**src/rtl/adc_resbuf_pkg.sv**
```systemverilog
package adc_resbuf_pkg;
  typedef enum logic [1:0] {
    FMT_UINT  = 2'd0,
    FMT_SINT  = 2'd1,
    FMT_UFRAC = 2'd2,
    FMT_SFRAC = 2'd3
  } res_fmt_e;
endpackage

```
**src/rtl/adc_resbuf_fmt.sv**
```systemverilog
module adc_resbuf_fmt
  import adc_resbuf_pkg::*;
#(
  parameter int DATA_W = 10,
  parameter int OUT_W  = 16
) (
  input  logic [1:0]        fmt,
  input  logic [DATA_W-1:0] raw,
  output logic [OUT_W-1:0]  word
);
  localparam int PAD = OUT_W - DATA_W;

  logic [DATA_W-1:0] offs;  // raw minus half scale, two's complement
  res_fmt_e          sel;

  assign offs = {~raw[DATA_W-1], raw[DATA_W-2:0]};
  assign sel  = res_fmt_e'(fmt);

  always_comb begin
    unique case (sel)
      FMT_UINT:  word = {{PAD{1'b0}}, raw};
      FMT_SINT:  word = {{PAD{offs[DATA_W-1]}}, offs};
      FMT_UFRAC: word = {raw, {PAD{1'b0}}};
      default:   word = {offs, {PAD{1'b0}}};
    endcase
  end
endmodule

```
**src/rtl/adc_resbuf_ctl.sv**
```systemverilog
module adc_resbuf_ctl #(
  parameter int DEPTH = 16,
  localparam int AW   = $clog2(DEPTH)
) (
  input  logic          clk,
  input  logic          rst,
  input  logic          en,
  input  logic          split_mode,
  input  logic          alt_mode,
  input  logic [AW-1:0] smpi,
  input  logic          res_valid,
  output logic          wr_en,
  output logic [AW-1:0] wr_addr,
  output logic          done,
  output logic          fill_upper,
  output logic          irq
);
  logic [AW-1:0] cnt_q;
  logic          half_q;
  logic          last;

  assign wr_en = en & res_valid;
  assign last  = (cnt_q == smpi);

  always_comb begin
    if (!split_mode)    wr_addr = cnt_q;
    else if (alt_mode)  wr_addr = {cnt_q[0], cnt_q[AW-1:1]};
    else                wr_addr = {half_q, cnt_q[AW-2:0]};
  end

  assign fill_upper = split_mode & (alt_mode ? cnt_q[0] : half_q);

  always_ff @(posedge clk) begin
    if (rst || !en) begin
      cnt_q  <= '0;
      half_q <= 1'b0;
      done   <= 1'b0;
      irq    <= 1'b0;
    end else begin
      irq <= wr_en & last;
      if (wr_en) begin
        done <= 1'b1;
        if (last) begin
          cnt_q <= '0;
          if (split_mode && !alt_mode) half_q <= ~half_q;
        end else begin
          cnt_q <= cnt_q + 1'b1;
        end
      end
    end
  end


  irq_after_write_chk: assert property (@(posedge clk) disable iff (rst)
    irq |-> $past(en && res_valid));


  ptr_rewind_chk: assert property (@(posedge clk) disable iff (rst)
    irq |-> (cnt_q == '0));


  done_hold_chk: assert property (@(posedge clk) disable iff (rst)
    $fell(done) |-> !$past(en));


  half_flip_chk: assert property (@(posedge clk) disable iff (rst)
    (half_q != $past(half_q)) |-> (irq || !$past(en)));


  idle_clear_chk: assert property (@(posedge clk) disable iff (rst)
    !$past(en) |-> (!done && !irq && cnt_q == '0));
endmodule

```
**src/rtl/adc_resbuf_mem.sv**
```systemverilog
module adc_resbuf_mem #(
  parameter int DEPTH = 16,
  parameter int WIDTH = 16,
  localparam int AW   = $clog2(DEPTH)
) (
  input  logic             clk,
  input  logic             we,
  input  logic [AW-1:0]    waddr,
  input  logic [WIDTH-1:0] wdata,
  input  logic [AW-1:0]    raddr,
  output logic [WIDTH-1:0] rdata
);
  logic [WIDTH-1:0] ram [DEPTH];

  always_ff @(posedge clk) begin
    if (we) ram[waddr] <= wdata;
    rdata <= ram[raddr];
  end
endmodule

```
**src/rtl/adc_resbuf.sv**
```systemverilog
module adc_resbuf #(
  parameter int DATA_W = 10,
  parameter int OUT_W  = 16,
  parameter int DEPTH  = 16,
  localparam int AW    = $clog2(DEPTH)
) (
  input  logic              clk,
  input  logic              rst,
  input  logic              en,
  input  logic              split_mode,
  input  logic              alt_mode,
  input  logic [1:0]        fmt,
  input  logic [AW-1:0]     smpi,
  input  logic              res_valid,
  input  logic [DATA_W-1:0] res_data,
  input  logic [AW-1:0]     rd_addr,
  output logic [OUT_W-1:0]  rd_data,
  output logic              done,
  output logic              fill_upper,
  output logic              irq
);
  logic          wr_en;
  logic [AW-1:0] wr_addr;
  logic [OUT_W-1:0] wr_word;

  adc_resbuf_ctl #(.DEPTH(DEPTH)) u_ctl (
    .clk(clk), .rst(rst), .en(en),
    .split_mode(split_mode), .alt_mode(alt_mode), .smpi(smpi),
    .res_valid(res_valid),
    .wr_en(wr_en), .wr_addr(wr_addr),
    .done(done), .fill_upper(fill_upper), .irq(irq)
  );

  adc_resbuf_fmt #(.DATA_W(DATA_W), .OUT_W(OUT_W)) u_fmt (
    .fmt(fmt), .raw(res_data), .word(wr_word)
  );

  adc_resbuf_mem #(.DEPTH(DEPTH), .WIDTH(OUT_W)) u_mem (
    .clk(clk), .we(wr_en), .waddr(wr_addr), .wdata(wr_word),
    .raddr(rd_addr), .rdata(rd_data)
  );


  upper_only_split_chk: assert property (@(posedge clk) disable iff (rst)
    fill_upper |-> split_mode);
endmodule

```
**config.mk**
```make
export PLATFORM = sky130hd
export DESIGN_NAME = adc_resbuf
export DESIGN_NICKNAME = d
export VERILOG_FILES = /design/src/rtl/adc_resbuf_pkg.sv /design/src/rtl/adc_resbuf_fmt.sv /design/src/rtl/adc_resbuf_ctl.sv /design/src/rtl/adc_resbuf_mem.sv /design/src/rtl/adc_resbuf.sv
export SDC_FILE = /design/constraint.sdc
export NUM_CORES = 1
export LEC_CHECK = 0
export ABC_CLOCK_PERIOD_IN_PS = 4500
export BUFFER_PORTS_ARGS = -buffer_cell sky130_fd_sc_hd__buf_2
export CAP_MARGIN = 40
export CORE_MARGIN = 8
export CORE_UTILIZATION = 40
export DETAILED_ROUTE_END_ITERATION = 16
export HOLD_SLACK_MARGIN = 0.12
export PLACE_DENSITY = 0.57
export SETUP_SLACK_MARGIN = 0.1
export SYNTH_ARGS = -nofsm -noshare
export SYNTH_HDL_FRONTEND = slang
export SYNTH_SLANG_ARGS = --single-unit
```
**constraint.sdc**
```tcl
create_clock -name clk -period 4.5 [get_ports clk]
set_input_delay 0.225 -clock clk [delete_from_list [all_inputs] [get_ports clk]]
set_output_delay 0.225 -clock clk [all_outputs]
set_load 0.01 [all_outputs]
```
==> insert_results.sql <==
INSERT INTO impl_metrics (metric_group, metric, value, unit) VALUES
('run_status', 'outcome', 'complete, no violations', ''),
('synthesis', 'synth_simple_gate_area_share', '3.447', '%'),
('synthesis', 'asyncSetResetFlopFracSynth', '0', '%'),
('synthesis', 'post_synth_fa_ha_maj_area_fraction', '0.1176', '%'),
('global_routing', 'antenna_found_initial', '0', ''),
('synthesis', 'edff_count_synth', '256', ''),
('cts', 'clk_slew_on_worst_s_h_paths', '60', 'ps'),
('drt', 'num_vias', '5212', ''),
('drt', 'detail_route.first_pass.iterations', '4', ''),
('worst_setup_path', 'critical_path_peak_fanout', '12', ''),
('pwr', 'leakagePower', '4.179', 'nW'),
('floorplanning', 'num_rows', '59', ''),
('timing', 'timing.final.crit_share', '50.40', '%'),
('drt', 'drt.antenna.violating_nets', '0', ''),
('layout', 'multiInputGateArea', '2379', 'µm²'),
('worst_setup_path', 'critical_path_required', '4750', 'ps'),
('timing', 'report.final.hold_viol_count', '0', ''),
('global_routing', 'first_pass_grt_wire_length', '34.59', 'mm'),
('cts', 'cts_made_buffers', '29', ''),
('drt', 'post_drt_wl_per_cell', '24.25', 'µm'),
('floorplanning', 'die_w', '179.1', 'µm'),
('floorplanning', 'initial_utilization', '40.82', '%'),
('placement', 'hpwlAfterDp', '15.59', 'mm'),
('cts', 'clk_latency', '540', 'ps'),
('drt', 'postRouteWirelength', '23.21', 'mm'),
('worst_setup_path', 'critical_path_start_end_classification', 'register to register', ''),
('timing', 'layout_setup_ws', '2232', 'ps'),
('run', 'drv_cap', '0', ''),
('synthesis', 'count_of_state_elements_after_synthesis', '279', ''),
('synthesis', 'synth_top_family_by_area', 'multiplexers', ''),
('synthesis', 'synth_top_area_share', '72.27', '%'),
('drt', 'routedLengthMet1', '10.13', 'mm'),
('layout', 'area_growth', '18.34', '%'),
('timing', 'fin_tns_setup', '0', 'ps'),
('layout', 'fillers', '2141', ''),
('global_routing', 'grt_max_degree', '32', ''),
('cts', 'cts_post_setup_buffers_inserted', '0', ''),
('drt', 'drc_marker_count_from_the_first_detailed_route_iteration', '368', ''),
('cts', 'max-clock-path-buffers', '3', ''),
('drt', 'drc', '0', ''),
('drt', 'met3RoutedLength', '1.137', 'mm'),
('worst_setup_path', 'crit_path_start_kind', 'register', ''),
('placement', 'finalWeightedCongestion', '0.8099', ''),
('synthesis', 'post_synth_mux_area_share', '14.10', '%'),
('synthesis', 'synth_commonest_cells', 'edfxtp_1, mux4_2, a22oi_1', ''),
('synthesis', 'synth-warning-count', '0', ''),
('cts', 'clock_tree_from_tritoncts', 'built', ''),
('layout', 'n_antenna_cell', '0', ''),
('timing', 'timing_max_transition_violations_final', '0', ''),
('synthesis', 'synth_nets', '540', ''),
('synthesis', 'synthCells', '513', ''),
('global_routing', 'groute.usage.overall', '14.65', '%'),
('floorplanning', 'io-pin-count', '45', ''),
('synthesis', 'synthDominantAreaCellType', 'edfxtp_1', ''),
('timing', 'holdWs', '152.7', 'ps'),
('timing', 'max_slew_margin', '37.90', '%'),
('cts', 'root_buffer', 'clkbuf_16', ''),
('drt', 'dr.max_layer_used', 'met4', ''),
('placement', 'place_worst_setup_slack', '2127', 'ps'),
('global_routing', 'grt_overflow_total', '0', ''),
('cts', 'clock-sinks', '279', ''),
('synthesis', 'synth_area_per_cell', '20.73', 'µm²'),
('worst_setup_path', 'worst-endpoint-arrival', '2520', 'ps'),
('synthesis', 'synth-compound-area-share', '3.741', '%'),
('floorplanning', 'chipHeight', '179.1', 'µm'),
('timing', 'clock.fmax', '440.9', 'MHz'),
('layout', 'final_layout_size_suffix_gt1_share', '33.12', '%'),
('synthesis', 'post_synth_instance_area', '10640', 'µm²'),
('timing', 'setup_skew_after_layout', '16.70', 'ps'),
('layout', 'regArea', '8148', 'µm²'),
('synthesis', 'post_synth_num_cell_types', '45', '');
worst paths after layout:
kind	startpoint	to	slack [ps]	cells after the start
setup / recovery	u_ctl.cnt_q[0]	u_mem.ram[4][8]	2230	4
hold / removal	res_data[1]	u_mem.ram[4][1]	150	2
setup reg to reg	u_ctl.cnt_q[0]	u_mem.ram[4][8]	2230	4
hold reg to reg	u_ctl.half_q	u_ctl.half_q	570	2
cells by family after synthesis:
logic type / after synthesis
AO/OA/AOI/OAI: 55
XOR/XNOR: 7
adder cells (fa/ha/maj): 1
buffers and inverters: 28
flip-flops: 279
multiplexers: 69
AND/OR/NAND/NOR: 74
power by group:
group	total, W	internal [W]	leakage, nW	switching, W
sequential	0.00288	0.00287	2.52	0.00000827
clock	0.00229	0.00135	0.461	0.000942
combinational	0.000288	0.000117	1.19	0.000171
total	0.00546	0.00434	4.18	0.00112
worst max-delay path, cell delays in order (launching register included):
cell and delay, ps:
dfxtp_1 440, mux2_4 320, or3_4 410, nor2_2 570, buf_8 230
final cells by class:
class                   instances  area share, %
clock buffers                  35          5.944
multi-input cells             206          18.90
flip-flops and latches        279          64.73
well taps                     335          3.330
inverters                       1        0.02982
repair buffers                 82          5.726
clock inverters                19          1.342
state kept, by name (all words and copies together) (netlist names):
register and flops:
u_mem.rdata 16, u_ctl.done 1, u_ctl.irq 1, u_ctl.half_q 1, u_mem.ram 256, u_ctl.cnt_q 4
layout by cell type, fill, tap and decap left out, types with 2 or more instances in the layout:
master / Yosys / final
edfxtp_1: 256 / 256
mux4_2: 64 / 64
buf_2: 5 / 43
a22oi_1: 33 / 33
clkbuf_16: 0 / 29
dfxtp_1: 23 / 23
nand2_1: 21 / 21
nor2_2: 0 / 16
buf_4: 6 / 12
nor2b_1: 11 / 11
clkinv_2: 0 / 11
buf_8: 0 / 10
o21ai_0: 7 / 7
nor2_1: 23 / 7
dlygate4sd3_1: 0 / 7
clkbuf_1: 9 / 6
xnor2_1: 5 / 5
a21o_1: 5 / 5
clkinv_1: 0 / 4
buf_6: 2 / 4
buf_16: 0 / 4
mux2_2: 3 / 3
bufinv_16: 0 / 3
nand3b_1: 2 / 2
nand3_1: 2 / 2
o22a_1: 2 / 2
nor3_1: 2 / 2
and3b_1: 2 / 2
nand4_1: 2 / 2
xor2_1: 2 / 2
buf_12: 0 / 2
through the flow:
stage	area [µm²]	power, W	utilization, %
finish	12590	0.005457	48.30
global route	12590	0.005622	48.30
CTS	12570	0.005514	48.24
detailed placement	11590	0.003218	44.49
global placement	11240	0.003202	43.15
floorplan	10640	0.003099	-
metal layers:
metal  vias to the layer above  global-route usage, %
li1                       2294                      -
met1                      2747                  20.29
met2                       143                  24.15
met3                        28                  2.317
met4                         0                  3.100
met5                         -                      0
timing repair:
item	in CTS	in global routing
setup endpoints to repair	0	0
hold buffers	6	1
resized for setup	0	0
endpoints found under the hold margin	7	2
Power figures use the tool's default switching activity.
